--- src/rtl/intc_pkg.sv ---
package intc_pkg;
  localparam int N_IRQ      = 6;
  localparam int N_INT      = 36;
  localparam int N_SRC      = 1 + N_IRQ + N_INT;
  localparam int N_MSK      = N_SRC - 1;
  localparam int IDX_W      = $clog2(N_SRC);
  localparam int REG_W      = 8;
  localparam int N_GRP      = 2 * REG_W;
  localparam int ADDR_W     = 3;
  localparam int EN_BASE    = 2;

  localparam int S_WDT      = 1 + N_IRQ;
  localparam int S_DRAM     = S_WDT + 1;
  localparam int S_T16      = S_DRAM + 1;
  localparam int T16_CH     = 3;
  localparam int S_T8       = S_T16 + 3 * T16_CH;
  localparam int T8_CH      = 4;
  localparam int S_DMA      = S_T8 + 2 * T8_CH;
  localparam int S_SCI      = S_DMA + 4;
  localparam int SCI_CH     = 4;
  localparam int S_ADC      = S_SCI + 3 * SCI_CH;

  function automatic int src_group(input int s);
    if (s < S_WDT)           return s - 1;
    else if (s <= S_DRAM)    return 6;
    else if (s == S_ADC)     return 7;
    else if (s < S_T8)       return 8 + (s - S_T16) / T16_CH;
    else if (s < S_DMA)      return 11 + (s - S_T8) / T8_CH;
    else if (s < S_SCI)      return 13;
    else if (s < S_SCI + SCI_CH) return 14;
    else                     return 15;
  endfunction
endpackage

--- src/rtl/intc_cfg_regs.sv ---
module intc_cfg_regs
  import intc_pkg::*;
#(
  parameter int AW = ADDR_W,
  parameter int DW = REG_W,
  parameter int NE = N_MSK
) (
  input  logic            clk,
  input  logic            rst,
  input  logic            wr_en,
  input  logic [AW-1:0]   wr_addr,
  input  logic [DW-1:0]   wr_data,
  output logic [2*DW-1:0] prio,
  output logic [NE-1:0]   en
);
  logic [2*DW-1:0] prio_q;
  logic [NE-1:0]   en_q;

  always_ff @(posedge clk) begin
    if (rst) begin
      prio_q <= '0;
    end else if (wr_en) begin
      if (wr_addr == AW'(0)) prio_q[DW-1:0]    <= wr_data;
      if (wr_addr == AW'(1)) prio_q[2*DW-1:DW] <= wr_data;
    end
  end

  always_ff @(posedge clk) begin
    if (rst) begin
      en_q <= '0;
    end else begin
      for (int b = 0; b < NE; b++) begin
        if (wr_en && wr_addr == AW'(EN_BASE + b / DW))
          en_q[b] <= wr_data[b % DW];
      end
    end
  end

  assign prio = prio_q;
  assign en   = en_q;

  AST_PRIO_A_WRITE: assert property (@(posedge clk) disable iff (rst)
    (wr_en && wr_addr == AW'(0)) |=> (prio_q[DW-1:0] == $past(wr_data)));
  AST_EN_QUIET: assert property (@(posedge clk) disable iff (rst)
    !wr_en |=> $stable(en_q));
endmodule

--- src/rtl/intc_pend.sv ---
module intc_pend
  import intc_pkg::*;
#(
  parameter int NM = N_MSK,
  parameter int IW = IDX_W
) (
  input  logic          clk,
  input  logic          rst,
  input  logic          nmi_n,
  input  logic [NM-1:0] req,
  input  logic [NM-1:0] en,
  input  logic          clr_valid,
  input  logic [IW-1:0] clr_idx,
  output logic [NM:0]   pend
);
  logic        nmi_prev_q;
  logic [NM:0] pend_q;
  logic [NM:0] set_v;

  always_ff @(posedge clk) begin
    if (rst) nmi_prev_q <= 1'b1;
    else     nmi_prev_q <= nmi_n;
  end

  assign set_v[0] = nmi_prev_q & ~nmi_n;

  genvar i;
  generate
    for (i = 1; i <= NM; i++) begin : g_set
      assign set_v[i] = req[i-1] & en[i-1];
    end
    for (i = 0; i <= NM; i++) begin : g_flag
      always_ff @(posedge clk) begin
        if (rst)
          pend_q[i] <= 1'b0;
        else if (set_v[i])
          pend_q[i] <= 1'b1;
        else if (clr_valid && clr_idx == IW'(i))
          pend_q[i] <= 1'b0;
      end
    end
    for (i = 1; i <= NM; i++) begin : g_chk
      AST_DISABLED_NO_LATCH: assert property (@(posedge clk) disable iff (rst)
        (!pend_q[i] && !en[i-1]) |=> !pend_q[i]);
    end
  endgenerate

  assign pend = pend_q;

  AST_NMI_LATCH: assert property (@(posedge clk) disable iff (rst)
    $fell(nmi_n) |=> pend_q[0]);
endmodule

--- src/rtl/intc_pick.sv ---
module intc_pick #(
  parameter int N = 42,
  parameter int W = $clog2(N)
) (
  input  logic [N-1:0] req,
  output logic         found,
  output logic [W-1:0] idx
);
  always_comb begin
    found = |req;
    idx   = '0;
    for (int i = N - 1; i >= 0; i--) begin
      if (req[i]) idx = W'(i);
    end
  end
endmodule

--- src/rtl/two_level_intc.sv ---
module two_level_intc
  import intc_pkg::*;
#(
  parameter int VEC_BASE = 7,
  parameter int VEC_W    = 8
) (
  input  logic              clk,
  input  logic              rst,
  input  logic              wr_en,
  input  logic [ADDR_W-1:0] wr_addr,
  input  logic [REG_W-1:0]  wr_data,
  input  logic              nmi_n,
  input  logic [N_IRQ-1:0]  irq_in,
  input  logic [N_INT-1:0]  periph_req,
  input  logic              mask_all,
  input  logic              mask_low,
  input  logic              irq_ack,
  output logic              irq_req,
  output logic [VEC_W-1:0]  irq_vec
);
  localparam int PW = $clog2(N_MSK);

  logic [N_GRP-1:0] prio;
  logic [N_MSK-1:0] en;
  logic [N_SRC-1:0] pend;
  logic [N_MSK-1:0] lvl;
  logic [N_SRC-1:0] lvl_full;
  logic [N_MSK-1:0] elig, cand_hi, cand_lo;
  logic             hi_found, lo_found;
  logic [PW-1:0]    hi_idx, lo_idx;
  logic             win_valid;
  logic [IDX_W-1:0] win_idx;
  logic             req_q;
  logic [IDX_W-1:0] idx_q;
  logic [VEC_W-1:0] vec_q;

  intc_cfg_regs u_regs (
    .clk(clk), .rst(rst), .wr_en(wr_en), .wr_addr(wr_addr),
    .wr_data(wr_data), .prio(prio), .en(en)
  );

  intc_pend u_pend (
    .clk(clk), .rst(rst), .nmi_n(nmi_n), .req({periph_req, irq_in}),
    .en(en), .clr_valid(req_q & irq_ack), .clr_idx(idx_q), .pend(pend)
  );

  genvar s;
  generate
    for (s = 1; s < N_SRC; s++) begin : g_lvl
      assign lvl[s-1] = prio[src_group(s)];
    end
  endgenerate
  assign lvl_full = {lvl, 1'b1};

  assign elig    = pend[N_SRC-1:1] & en & {N_MSK{~mask_all}};
  assign cand_hi = elig & lvl;
  assign cand_lo = elig & ~lvl & {N_MSK{~mask_low}};

  intc_pick #(.N(N_MSK), .W(PW)) u_pick_hi (
    .req(cand_hi), .found(hi_found), .idx(hi_idx)
  );
  intc_pick #(.N(N_MSK), .W(PW)) u_pick_lo (
    .req(cand_lo), .found(lo_found), .idx(lo_idx)
  );

  always_comb begin
    win_valid = pend[0] | hi_found | lo_found;
    if (pend[0])       win_idx = '0;
    else if (hi_found) win_idx = IDX_W'(hi_idx) + IDX_W'(1);
    else               win_idx = IDX_W'(lo_idx) + IDX_W'(1);
  end

  always_ff @(posedge clk) begin
    if (rst) begin
      req_q <= 1'b0;
      idx_q <= '0;
      vec_q <= '0;
    end else if (req_q) begin
      if (irq_ack) req_q <= 1'b0;
    end else if (win_valid) begin
      req_q <= 1'b1;
      idx_q <= win_idx;
      vec_q <= VEC_W'(VEC_BASE) + VEC_W'(win_idx);
    end
  end

  assign irq_req = req_q;
  assign irq_vec = vec_q;

  AST_HOLD_UNTIL_ACK: assert property (@(posedge clk) disable iff (rst)
    (irq_req && !irq_ack) |=> (irq_req && $stable(irq_vec)));
  AST_ACK_DROPS: assert property (@(posedge clk) disable iff (rst)
    (irq_req && irq_ack) |=> !irq_req);
  AST_NMI_WINS: assert property (@(posedge clk) disable iff (rst)
    (!irq_req && pend[0]) |=> (irq_req && irq_vec == VEC_W'(VEC_BASE)));
  AST_MASK_ALL: assert property (@(posedge clk) disable iff (rst)
    (!irq_req && mask_all) |=> (!irq_req || idx_q == '0));
  AST_MASK_LOW: assert property (@(posedge clk) disable iff (rst)
    (!irq_req && mask_low) |=> (!irq_req || lvl_full[idx_q]));
  AST_HIGH_FIRST: assert property (@(posedge clk) disable iff (rst)
    (!irq_req && hi_found) |=> lvl_full[idx_q]);
  AST_VEC_RANGE: assert property (@(posedge clk) disable iff (rst)
    irq_req |-> (irq_vec >= VEC_W'(VEC_BASE) &&
                 irq_vec <  VEC_W'(VEC_BASE + N_SRC)));
endmodule

--- config.mk ---
export PLATFORM = sky130hd
export DESIGN_NAME = two_level_intc
export DESIGN_NICKNAME = d
export VERILOG_FILES = /design/src/rtl/intc_pkg.sv /design/src/rtl/intc_cfg_regs.sv /design/src/rtl/intc_pend.sv /design/src/rtl/intc_pick.sv /design/src/rtl/two_level_intc.sv
export SDC_FILE = /design/constraint.sdc
export NUM_CORES = 1
export LEC_CHECK = 0
export BUFFER_PORTS_ARGS = -buffer_cell sky130_fd_sc_hd__buf_2
export CORE_UTILIZATION = 35
export DETAILED_ROUTE_END_ITERATION = 6
export PLACE_DENSITY = 0.51
export SLEW_MARGIN = 20
export SYNTH_ARGS = -nofsm -noshare
export SYNTH_HDL_FRONTEND = slang
export SYNTH_SLANG_ARGS = --single-unit
--- constraint.sdc ---
create_clock -name clk -period 4.4 [get_ports clk]
set_clock_uncertainty 0.05 [all_clocks]
set_input_delay 1.32 -clock clk [delete_from_list [all_inputs] [get_ports clk]]
set_output_delay 1.32 -clock clk [all_outputs]
set_load 0.01 [all_outputs]
# ---- Yosys cells after proc, flatten, opt, wreduce, memory -nomap -nowiden
# Cells that the tools add are included.
dict set report word_totals {
  ff_bits 117
  output_inout_bits 9
  wordCells 437
}
dict set report classes {
  add_sub_neg 3
  eq_ne 49
  muxes 175
  bitwise_logic 56
  n_reduce_logical 99
}
# op count
set ops {}
lappend ops {{two-way mux 6 bit} 86}
lappend ops {{bitwise AND 42 bit} 5}
lappend ops {{equality test 6 x 5 -> 1 bit (second input constant)} 16}
lappend ops {{two-way mux 1 bit} 89}
lappend ops {{nonzero test 2 bit} 43}
lappend ops {{OR reduction 42 bit} 2}
lappend ops {{equality test 6 bit (second input constant)} 11}
lappend ops {{logical AND 1 bit} 49}
lappend ops {{equality test 6 x 4 -> 1 bit (second input constant)} 8}
lappend ops {{bitwise AND 1 bit} 44}
lappend ops {{NOT 42 bit} 1}
lappend ops {{equality test 6 x 3 -> 1 bit (second input constant)} 4}
lappend ops {{adder 6 x 1 -> 6 bit (second input constant)} 2}
lappend ops {{equality test 3 bit (second input constant)} 4}
lappend ops {{equality test 6 x 2 -> 1 bit (second input constant)} 2}
lappend ops {{adder 3 x 6 -> 7 bit (first input constant)} 1}
lappend ops {{equality test 3 x 2 -> 1 bit (second input constant)} 2}
lappend ops {{equality test 6 x 1 -> 1 bit (second input constant)} 1}
lappend ops {{zero test 6 bit} 1}
lappend ops {{AND reduction 2 bit} 3}
lappend ops {{NOT 1 bit} 4}
lappend ops {{equality test 3 x 1 -> 1 bit (second input constant)} 1}
lappend ops {{zero test 3 bit} 1}
lappend ops {{OR 1 bit} 2}

# ---- Depth between registers and ports, before layout
# Gate-level depths: netlist of the first run.
dict set report logic_depth {
  word_depth 50
  depth_mapped 16
  depth_no_buf 14
}

# ---- By module
# From an unflattened synthesis of the first run, not the netlist that was laid out.
dict set report unflattened {
  cells_unflattened 838
  hier_area_um2 6632.6
}
# module n_inst cells_each area_each_um2 seq_area_each_um2
set by_module_without_submodules {}
lappend by_module_without_submodules {intc_cfg_regs 1 211 2352.3 1161.1}
lappend by_module_without_submodules {intc_pend 1 206 1745.4 880.8}
lappend by_module_without_submodules {two_level_intc 1 239 1438.9 280.3}
lappend by_module_without_submodules {intc_pick 2 91 548.0 0.0}

# ---- Worst setup path after synthesis of the first run
# Ideal clock, no wire load.
dict set report synth_path {
  path_kind {input to register}
  startpoint {in mask_all}
  endpoint {reg vec_q[4] (netlist: irq_vec[4])}
  setup_ns 0.074
  t_arrival_ns 3.970
  required_time_ns 4.276
  slack_ns 0.306
  cell_stages 10
  n_path_buf 1
  path_cell_list {buf_4 and4b_4 a211o_1 nor4_4 nand3_2 o32ai_2 ha_1 or3_1 a2111o_1 a31oi_1}
}
dict set report synth_via {
  elab_chain_cells 50
  elab_cells_between_ends 99
}
# element line
set synth_lines {}
lappend synth_lines {{start, declared} two_level_intc.sv:15} ;# input logic mask_all,
lappend synth_lines {{NOT 1 bit (*)} two_level_intc.sv:55} ;# assign elig = pend[N_SRC-1:1] & en & {N_MSK{~mask_all}};
lappend synth_lines {{bitwise AND 42 bit (*)} two_level_intc.sv:55}
lappend synth_lines {{bitwise AND 42 bit (2 in a row)} two_level_intc.sv:57} ;# assign cand_lo = elig & ~lvl & {N_MSK{~mask_low}};
lappend synth_lines {{two-way mux 6 bit (42 in a row)} intc_pick.sv:13} ;# if (req[i]) idx = W'(i);
lappend synth_lines {{adder 6 x 1 -> 6 bit} two_level_intc.sv:70} ;# else win_idx = IDX_W'(lo_idx) + IDX_W'(1);
lappend synth_lines {{two-way mux 6 bit} two_level_intc.sv:69} ;# else if (hi_found) win_idx = IDX_W'(hi_idx) + IDX_W'(1);
lappend synth_lines {{two-way mux 6 bit} two_level_intc.sv:68} ;# if (pend[0]) win_idx = '0;
lappend synth_lines {{adder 3 x 6 -> 7 bit} two_level_intc.sv:83} ;# vec_q <= VEC_W'(VEC_BASE) + VEC_W'(win_idx);
lappend synth_lines {{end signal, assigned} two_level_intc.sv:83}
lappend synth_lines {{end, declared} two_level_intc.sv:35} ;# logic [VEC_W-1:0] vec_q;
# Every way passes the cells marked *; elsewhere a longest branch is shown, timed or not.
# A chain may end at the register's enable or synchronous reset.

# ---- Final worst setup path of the first run
# Ends and elaborated chain as after synthesis.

==> flow_summary.toml, run 1 <==
[route]
wl_microns = 25100
first_pass_iters = 5
antenna_left = 0
drcViolationCount = 0
routedWlPerCell_microns = 21.2
first_iter_violations = 624
avgViaCountPerCell = 5.68
via_count = 6728

[setup_path]
cp_slowest_stage_delay_ns = 0.42
crit_path_start_kind = "primary input"
path_max_fanout = 14
cp_num_buf_inv = 4
worstPathCellList = "buf_2, buf_4, and4b_1, nor3_1, o311ai_0, a2111oi_0, buf_4, nor2_1, nor2_1, inv_1, ha_1, or3_1, a2111o_1, a31oi_1"
slowest_stage = "a2111o_1"
path_delay_family = "compound AO/OA/AOI/OAI gates"
crit_type = "in -> reg"
cp-end-kind = "register"
cp.arrival_ns = 4.44
required_ns = 4.70

[clock_tree]
cts_sinks = 116
cts-root-buf = "clkbuf_16"
cts_made_buffers = 17
postCtsSetupBuffers = 0
ctsHoldBuffers = 0
ctsResizeCount = 0
cts-htree-levels = 4
clk_latency_ns = 0.43
cts_tree = "built"
path_clk_slew_ns = 0.06
clock_path_buffers = 2

[pwr]
pwr-share-comb_pct = 6.3
p_clk_share_pct = 53.4
p_switching_mw = 0.699
p_total_mw = 2.75
seq_power_share_pct = 40.3
intPower_mw = 2.05
p_leak_nw = 2.70
p_per_area_nw_per_um2 = 357
swShare_pct = 25.4
ir_drop_mv = 0.315

[placement]
portBuffers = 67
detailed_place_hpwl_microns = 18600
place_congestion = 1.00
pre_cts_slack_ns = -0.148
dpl_cell_area_sq_um = 7080
dp.cells = 1152

[synth]
synth_area_per_cell_sq_um = 7.33
synth_mux_area_share_pct = 0.321
ys_seq_elements = 116
synthTopCellsByArea = "dfxtp_1 (37%), nand2_1 (13%), a21oi_1 (10%)"
yosys.area_share.simple_pct = 29.6
synthCells = 850
seq_area_frac_synth_pct = 37.3
ys_warn_count = 0
yosysTopAreaCell = "dfxtp_1"
mappedNetlistArea_sq_um = 6230
synth-main-ff-cell = "dfxtp_1"
yosysUniqueCellTypes = 78
synth_compound_area_share_pct = 28.9
synth_top_cell_area_share_pct = 37.3
synthTopCellsByCount = "nand2_1 (209), a21oi_1 (125), dfxtp_1 (116)"
synth.most_common_cell = "nand2_1"
synth_top_family_by_area = "simple AND/OR/NAND/NOR gates"
synth-async-reset-ratio_pct = 0
synth_fa_ha_area_share_pct = 0.201
synth_fp_nets = 911
synth_xor_area_share_pct = 0.542
synth_edf_count = 0

[sta]
hold_viol_final = 0
tightestPinTransition_ns = 0.974
finalMaxSlewViolations = 0
fin_setup_tns_ns = 0
setup_viol = 0
fin_ws_ns = 0.257
finalCritPeriodShare_pct = 94.2
rsz0062_at_grt = "no"
max_freq_ghz = 0.241
relSlewSlack_pct = 34.5
fin_crit_ns = 4.14

[floorplanning]
initial_utilization_pct = 35.9
die_area_sq_um = 18300
top_level_ports = 69
core_region_area_sq_um = 17400
die_w_microns = 135
num_rows = 48
die_y_microns = 135

[job]
cap_violations = 0

[grt]
grt-ovfl-total = 0
grt_max_degree = 68
first_global_vias = 6228
antenna_found_initial = 0
grt_pass1_wl_microns = 37200
grt_use_total_pct = 28.0

[finish]
multiInputGateArea_sq_um = 3720
diodes = 0
finalNonFillerCells = 1184
area_growth_pct = 23.4
fin_nets = 1007
final_area_sq_um = 7690
seqCellArea_sq_um = 2320
drive_above_1_share_pct = 17.2
fillers = 1818

[run_status]
status = "finished clean"

[hold_path]
hold_class = "reg -> reg"
-- power by group through the flow --
stage / Combinational, mW / Clock [mW] / Sequential [mW]
after floorplan: 0.0916 / 0 / 1.12
after global placement: 0.175 / 0 / 1.13
after detailed placement: 0.174 / 0 / 1.13
after CTS: 0.174 / 1.48 / 1.11
after global routing: 0.190 / 1.53 / 1.11
final: 0.174 / 1.47 / 1.11
-- sequential cells by signal, indices dropped and copies added (netlist names) --
signal and flops:
irq_vec 7, u_pend.nmi_prev_q 1, u_regs.prio 16, u_pend.pend 43
idx_q 6, u_regs.en 42, irq_req 1
-- routing by layer --
metal | track usage (%) | vias up | share of wire [%]
li1 | - | 3288 | -
met1 | 39.2 | 3156 | 47
met2 | 42.0 | 258 | 43
met3 | 6.51 | 26 | 7.8
met4 | 9.30 | 0 | 1.9
met5 | 0 | - | 0
-- through the flow --
| stage | hold slack [ns] | utilization, % |
|---|---|---|
| 6_report | 0.429 | 44.3 |
| 4_1_cts | 0.429 | 44.3 |
| 5_1_grt | 0.448 | 44.3 |
| 3_5_place_dp | 0.421 | 40.8 |
| 2_1_floorplan | 0.381 | - |
| 3_3_place_gp | 0.412 | 40.8 |
-- worst min-delay path, cell delays in order (launching register included) --
cell and delay, ns:
dfxtp_1 0.33, nand2_1 0.06, a21oi_1 0.05
-- area by class of cell --
cell class,count,area share [%]
clock buffer,18,5.71
clock inverter,14,2.28
inverter,10,0.488
multi-input combinational,685,48.3
tap,225,3.66
sequential,116,30.2
timing repair buffer,116,9.34
-- cell usage in the layout (no fill, tap or decap), drive strengths merged, types with 3 or more instances in the layout --
cell,count
nor4,6
a21oi,125
nor2b,11
dfxtp,116
nor2,50
o31ai,6
clkinvlp,3
a222oi,5
and4b,7
a22oi,18
or3,3
o311ai,3
or2,7
a32oi,4
nand2b,16
and2,6
o22ai,9
nand2,209
a211oi,9
bufinv,3
inv,14
o21ai,59
or3b,4
buf,116
nand3,18
a22o,3
clkbuf,18
nor3,15
o211ai,3
clkinv,4
a311oi,4
a31oi,8
nand3b,10
nand4b,10
nand4,6
o221ai,9
-- cell families (layout without fill, tap and decap cells) --
family | count (synthesis) | count (layout)
AO/OA/AOI/OAI | 292 | 292
flip-flops | 116 | 116
buffers and inverters | 49 | 158
adder cells (fa/ha/maj) | 1 | 1
other | 1 | 1
multiplexers | 2 | 2
XOR/XNOR | 3 | 3
AND/OR/NAND/NOR | 386 | 386
-- final timing paths --
kind	startpoint	to	slack (ns)	cells past startpoint
worst max-delay path	mask_all	irq_vec[4]$_SDFFE_PP0P_	0.26	14
worst min-delay path	u_regs.en[14]$_SDFFE_PP0P_	u_pend.pend[15]$_SDFFE_PP0P_	0.43	2
worst max register to register	u_regs.prio[15]$_SDFFE_PP0P_	irq_vec[4]$_SDFFE_PP0P_	0.87	13
worst min register to register	u_regs.en[14]$_SDFFE_PP0P_	u_pend.pend[15]$_SDFFE_PP0P_	0.43	2
Note: power is estimated with default switching activity, not from simulation.
==> run 2: changes to the inputs <==
CAP_MARGIN = 30   (was unset)
CORE_UTILIZATION = 55   (was 35)
PLACE_DENSITY = 0.75   (was 0.51)
==> flow_summary.toml, run 2 (synthesis results as in run 1) <==
[setup_path]
cp_num_buf_inv = 5
cpMostUsedCell = "buf_4"
cp_slowest_stage_delay_ns = 0.58
worstPathCellList = "clkbuf_4, buf_4, nand2b_1, buf_4, o31ai_1, a2111oi_0, buf_4, nor2_1, nor2_1, inv_1, ha_1, xnor2_1, or3_1, a2111o_1, a31oi_1"
cp.arrival_ns = 4.62
required_ns = 4.69
cp-end-kind = "register"
crit_type = "in -> reg"
crit_path_start_kind = "primary input"
path_max_fanout = 19
slowest_stage = "o31ai_1"
path_delay_family = "compound AO/OA/AOI/OAI gates"

[finish]
final_common_cell = "nand2_1"
fin_nets = 998
mostFrequentLayoutCells = "nand2_1 (209), a21oi_1 (125), dfxtp_1 (116), buf_2 (65), o21ai_0 (57)"
drive_above_1_share_pct = 16.5
area_growth_pct = 20.6
largest_register_ffs = 43
fillers = 916
diodes = 0

[clock_tree]
clock_path_buffers = 2
postCtsSetupBuffers = 0
clk_latency_ns = 0.43
path_clk_slew_ns = 0.06
cts_made_buffers = 17
cts_tree = "built"
cts-htree-levels = 4
cts-root-buf = "clkbuf_16"
cts_sinks = 116

[hold_path]
hold_class = "reg -> reg"

[pwr]
p_leak_nw = 2.65
p_per_area_nw_per_um2 = 362
ir_drop_mv = 0.411
p_total_mw = 2.72

[floorplanning]
die_w_microns = 108
num_rows = 38
top_level_ports = 69
die_y_microns = 108
die_area_sq_um = 11800
initial_utilization_pct = 57.0
core_region_area_sq_um = 10900

[placement]
place_congestion = 1.06
pre_cts_slack_ns = -0.310
portBuffers = 67
detailed_place_hpwl_microns = 17700

[route]
wl_microns = 23900
via_count = 7184
routedWlPerCell_microns = 21.9
first_iter_violations = 1053
first_pass_iters = 6
avgViaCountPerCell = 6.59
drcViolationCount = 0
antenna_left = 0

[sta]
relSlewSlack_pct = 37.9
setup_viol = 0
tightestPinTransition_ns = 0.924
rsz0062_at_grt = "no"
finalMaxSlewViolations = 0
hold_viol_final = 0
finalCritPeriodShare_pct = 98.4
fin_ws_ns = 0.0695
max_freq_ghz = 0.231
fin_crit_ns = 4.33

[run_status]
status = "finished clean"

[grt]
antenna_found_initial = 0
grt_pass1_wl_microns = 35900
grt-ovfl-total = 0
grt_use_total_pct = 41.5
first_global_vias = 6600
grt_max_degree = 73

[job]
cap_violations = 0
run 2: changes by cell type in the layout (fill, tap and decap cells not counted), moves of 2 or more:
| cell | previous run | this run |
|---|---|---|
| buf_4 | 49 | 40 |
| clkinv_2 | 2 | 0 |
| inv_8 | 0 | 2 |
| inv_6 | 4 | 6 |
run 2: what timing repair did:
action / 4_1_cts / 5_1_grt
hold buffers: 0 / 0
endpoints found under the setup margin: 0 / 2
resized for setup: 0 / 1
run 2: per-layer routing:
metal,wire length (microns),track usage (%)
met1,9610,53.9
met2,10300,62.7
met3,2750,10.4
met4,1200,22.9
met5,0,0
run 2: layout make-up:
type	count	area [sq um]	area share, %
Multi-Input combinational cell	685	3720	49.5
Timing Repair Buffer	107	653	8.69
Clock inverter	14	168	2.23
Inverter	10	37.5	0.499
Sequential cell	116	2320	30.9
Clock buffer	18	439	5.84
Tap cell	140	175	2.33
run 2: path summary, 6_finish.rpt:
| kind | slack [ns] | end | cells past startpoint | start |
|---|---|---|---|---|
| setup / recovery | 0.07 | irq_vec[4]$_SDFFE_PP0P_ | 15 | mask_all |
| hold / removal | 0.41 | u_pend.pend[0]$_SDFFE_PP0P_ | 2 | u_pend.nmi_prev_q$_SDFF_PP1_ |
| setup reg to reg | 0.75 | irq_vec[4]$_SDFFE_PP0P_ | 15 | u_regs.prio[15]$_SDFFE_PP0P_ |
| hold reg to reg | 0.41 | u_pend.pend[0]$_SDFFE_PP0P_ | 2 | u_pend.nmi_prev_q$_SDFF_PP1_ |
run 2: where the power goes:
group | switching [mW] | internal [mW]
clock | 0.569 | 0.868
combinational | 0.111 | 0.0613
sequential | 0.0342 | 1.08
run 2: per-stage QoR:
| stage | instance area [sq um] | TNS (ns) | hold WS, ns | instances | util (%) |
|---|---|---|---|---|---|
| after floorplan | 6230 | 0 | 0.381 | 850 | - |
| after global placement | 6880 | -0.354 | 0.397 | 1057 | 63.0 |
| after detailed placement | 6900 | -0.954 | 0.401 | 1058 | 63.1 |
| after CTS | 7510 | 0 | 0.410 | 1090 | 68.7 |
| after global routing | 7520 | 0 | 0.442 | 1090 | 68.8 |
| final | 7520 | 0 | 0.407 | 1090 | 68.8 |
run 2: worst min-delay path, delay by kind of cell, from the launching register on:
| family | cells | cell delay [ns] |
|---|---|---|
| AO/OA/AOI/OAI | 1 | 0.05 |
| AND/OR/NAND/NOR | 1 | 0.06 |
| flip-flops | 1 | 0.30 |
==> run 3: changes to the inputs <==
PLACE_DENSITY = 0.74   (was 0.75)
RECOVER_POWER = 25   (was unset)
SYNTH_HIERARCHICAL = 1   (was unset)
==> flow_summary.toml, run 3 <==
[floorplanning]
initial_utilization_pct = 57.4
top_level_ports = 69
die_area_sq_um = 12500
die_y_microns = 112
core_region_area_sq_um = 11600
num_rows = 39
die_w_microns = 112

[synth]
synth-async-reset-ratio_pct = 0
synth.most_common_cell = "dfxtp_1"
mappedNetlistArea_sq_um = 6630
ys_warn_count = 6
yosysTopAreaCell = "dfxtp_1"
seq_area_frac_synth_pct = 35.0
synth_top_cell_area_share_pct = 35.0
synth_fp_nets = 899
synth-main-ff-cell = "dfxtp_1"
synth_edf_count = 0
synthTopCellsByCount = "dfxtp_1 (116), nand2_1 (100), nor2_1 (87)"
synthCells = 838
ys_seq_elements = 116
synth_area_per_cell_sq_um = 7.91
synthTopCellsByArea = "dfxtp_1 (35%), mux2i_1 (9.5%), nand2b_1 (7.2%)"
yosysUniqueCellTypes = 65

[placement]
portBuffers = 67
pre_cts_slack_ns = -0.495
detailed_place_hpwl_microns = 17400
place_congestion = 1.00
dpl_cell_area_sq_um = 7960
dp.cells = 1119

[pwr]
ir_drop_mv = 0.300
p_total_mw = 2.60
p_leak_nw = 3.53
p_per_area_nw_per_um2 = 297

[setup_path]
cp-end-kind = "register"
slowest_stage = "a2111oi_4"
cp.arrival_ns = 4.67
required_ns = 4.69
worstPathCellList = "clkbuf_4, or2_4, buf_4, nor3_2, inv_1, a21oi_1, o31a_1, a2111oi_4, a2111oi_4, mux2_4, ha_4, and2b_2, mux2i_1, a32o_2, or3_1, a31oi_1"
crit_path_start_kind = "primary input"
cp_slowest_stage_delay_ns = 0.41
path_max_fanout = 7
crit_type = "in -> reg"
path_delay_family = "compound AO/OA/AOI/OAI gates"
cpMostUsedCell = "a2111oi_4"
cp_num_buf_inv = 3

[clock_tree]
cts_made_buffers = 17
ctsHoldBuffers = 0
path_clk_slew_ns = 0.06
cts-htree-levels = 4
cts-root-buf = "clkbuf_16"
cts_tree = "built"
clk_latency_ns = 0.42
clock_path_buffers = 2
cts_sinks = 116

[grt]
first_global_vias = 6954
grt_pass1_wl_microns = 36200
grt-ovfl-total = 0
antenna_found_initial = 0
grt_max_degree = 42
grt_use_total_pct = 37.8

[sta]
finalCritPeriodShare_pct = 99.5
setup_viol = 0
tightestPinTransition_ns = 1.45
fin_crit_ns = 4.38
relSlewSlack_pct = 3.52
fin_setup_tns_ns = 0
max_freq_ghz = 0.228
finalMaxSlewViolations = 0
hold_viol_final = 0
fin_ws_ns = 0.0224

[finish]
largest_register_ffs = 43
fin_nets = 1060
mostFrequentLayoutCells = "dfxtp_1 (116), buf_4 (115), nand2_1 (100), nor2_1 (77), nand2b_1 (74)"
area_growth_pct = 32.0
finalNonFillerCells = 1154
final_area_sq_um = 8750
diodes = 0
final_common_cell = "dfxtp_1"
drive_above_1_share_pct = 30.2
fillers = 846

[run_status]
status = "finished clean"

[route]
routedWlPerCell_microns = 20.4
wl_met1_microns = 9530
first_iter_violations = 682
dr_wl_met3_microns = 2000
routed.top_layer = "met4"
first_pass_iters = 7
via_count = 7124
avgViaCountPerCell = 6.17
wl_microns = 23500
wl_met2_microns = 11000
drcViolationCount = 0
antenna_left = 0

[hold_path]
hold_class = "reg -> reg"

[job]
cap_violations = 0
## run 3: cell count changes after synthesis, moves of 13 or more
cell,delta
nand2b_1,+60
mux2i_1,+61
nand3_1,-13
a22oi_1,-17
nor4_1,+13
nand2_1,-109
nor2_1,+37
a21oi_1,-61
nor3_1,+39
## run 3: area by class of cell
class	count	area, sq um	share of cell area [%]
clock buffer	23	498	5.69
tap	143	179	2.04
timing repair buffer	187	1250	14.3
multi-input combinational	656	4350	49.7
inverter	21	78.8	0.900
clock inverter	8	75.1	0.858
sequential	116	2320	26.5
## run 3: timing repair
action | in CTS | in global routing
setup buffers | 0 | 5
setup endpoints to repair | 2 | 4
resized for setup | 2 | 47
pin swaps | 0 | 14
## run 3: cell families (layout without fill, tap and decap cells)
| kind of cell | count (synthesis) | in the layout | share of synthesized area (%) |
|---|---|---|---|
| buffers and inverters | 66 | 239 | 4.66 |
| AND/OR/NAND/NOR | 417 | 417 | 34.8 |
| multiplexers | 67 | 67 | 10.2 |
| XOR/XNOR | 1 | 1 | 0.132 |
| adder cells (fa/ha/maj) | 1 | 1 | 0.189 |
| flip-flops | 116 | 116 | 35.0 |
| AO/OA/AOI/OAI | 169 | 169 | 15.0 |
| other | 1 | 1 | 0.0565 |
## run 3: where the power goes
group	switching [mW]	internal, mW	leakage [nW]	total, mW
logic	0.104	0.0749	2.32	0.178
registers	0.0264	1.08	0.939	1.10
clock network	0.479	0.843	0.273	1.32
total	0.609	2.00	3.53	2.60
## run 3: per-layer routing
layer	up-vias	track usage, %
met1	3370	48.4
met5	-	0
met3	75	6.53
met4	0	16.8
li1	3300	-
met2	379	62.4
## run 3: stage by stage
step	util [%]	hold slack (ns)
detailed placement	68.8	0.396
floorplan	-	0.381
CTS	73.8	0.406
global placement	68.8	0.398
global route	75.7	0.434
finish	75.7	0.419
## run 3: final timing paths
| kind | start | to | slack [ns] | cells after the start |
|---|---|---|---|---|
| worst max-delay path | mask_all | irq_vec[5]$_SDFFE_PP0P_ | 0.02 | 16 |
| worst min-delay path | irq_vec[3]$_SDFFE_PP0P_ | irq_vec[3]$_SDFFE_PP0P_ | 0.42 | 2 |
| worst max register to register | u_regs/prio[13]$_SDFFE_PP0P_ | irq_vec[5]$_SDFFE_PP0P_ | 0.74 | 16 |
| worst min register to register | irq_vec[3]$_SDFFE_PP0P_ | irq_vec[3]$_SDFFE_PP0P_ | 0.42 | 2 |
## run 3: worst reg2reg max path: cells and delay by family, from the launching register on
| kind | cells | cell delay, ns |
|---|---|---|
| AOI/OAI and AO/OA | 6 | 1.22 |
| adders and majority gates | 1 | 0.17 |
| buffers and inverters | 2 | 0.32 |
| DFF | 1 | 0.51 |
| muxes | 2 | 0.41 |
| and+or+nand+nor | 5 | 0.89 |
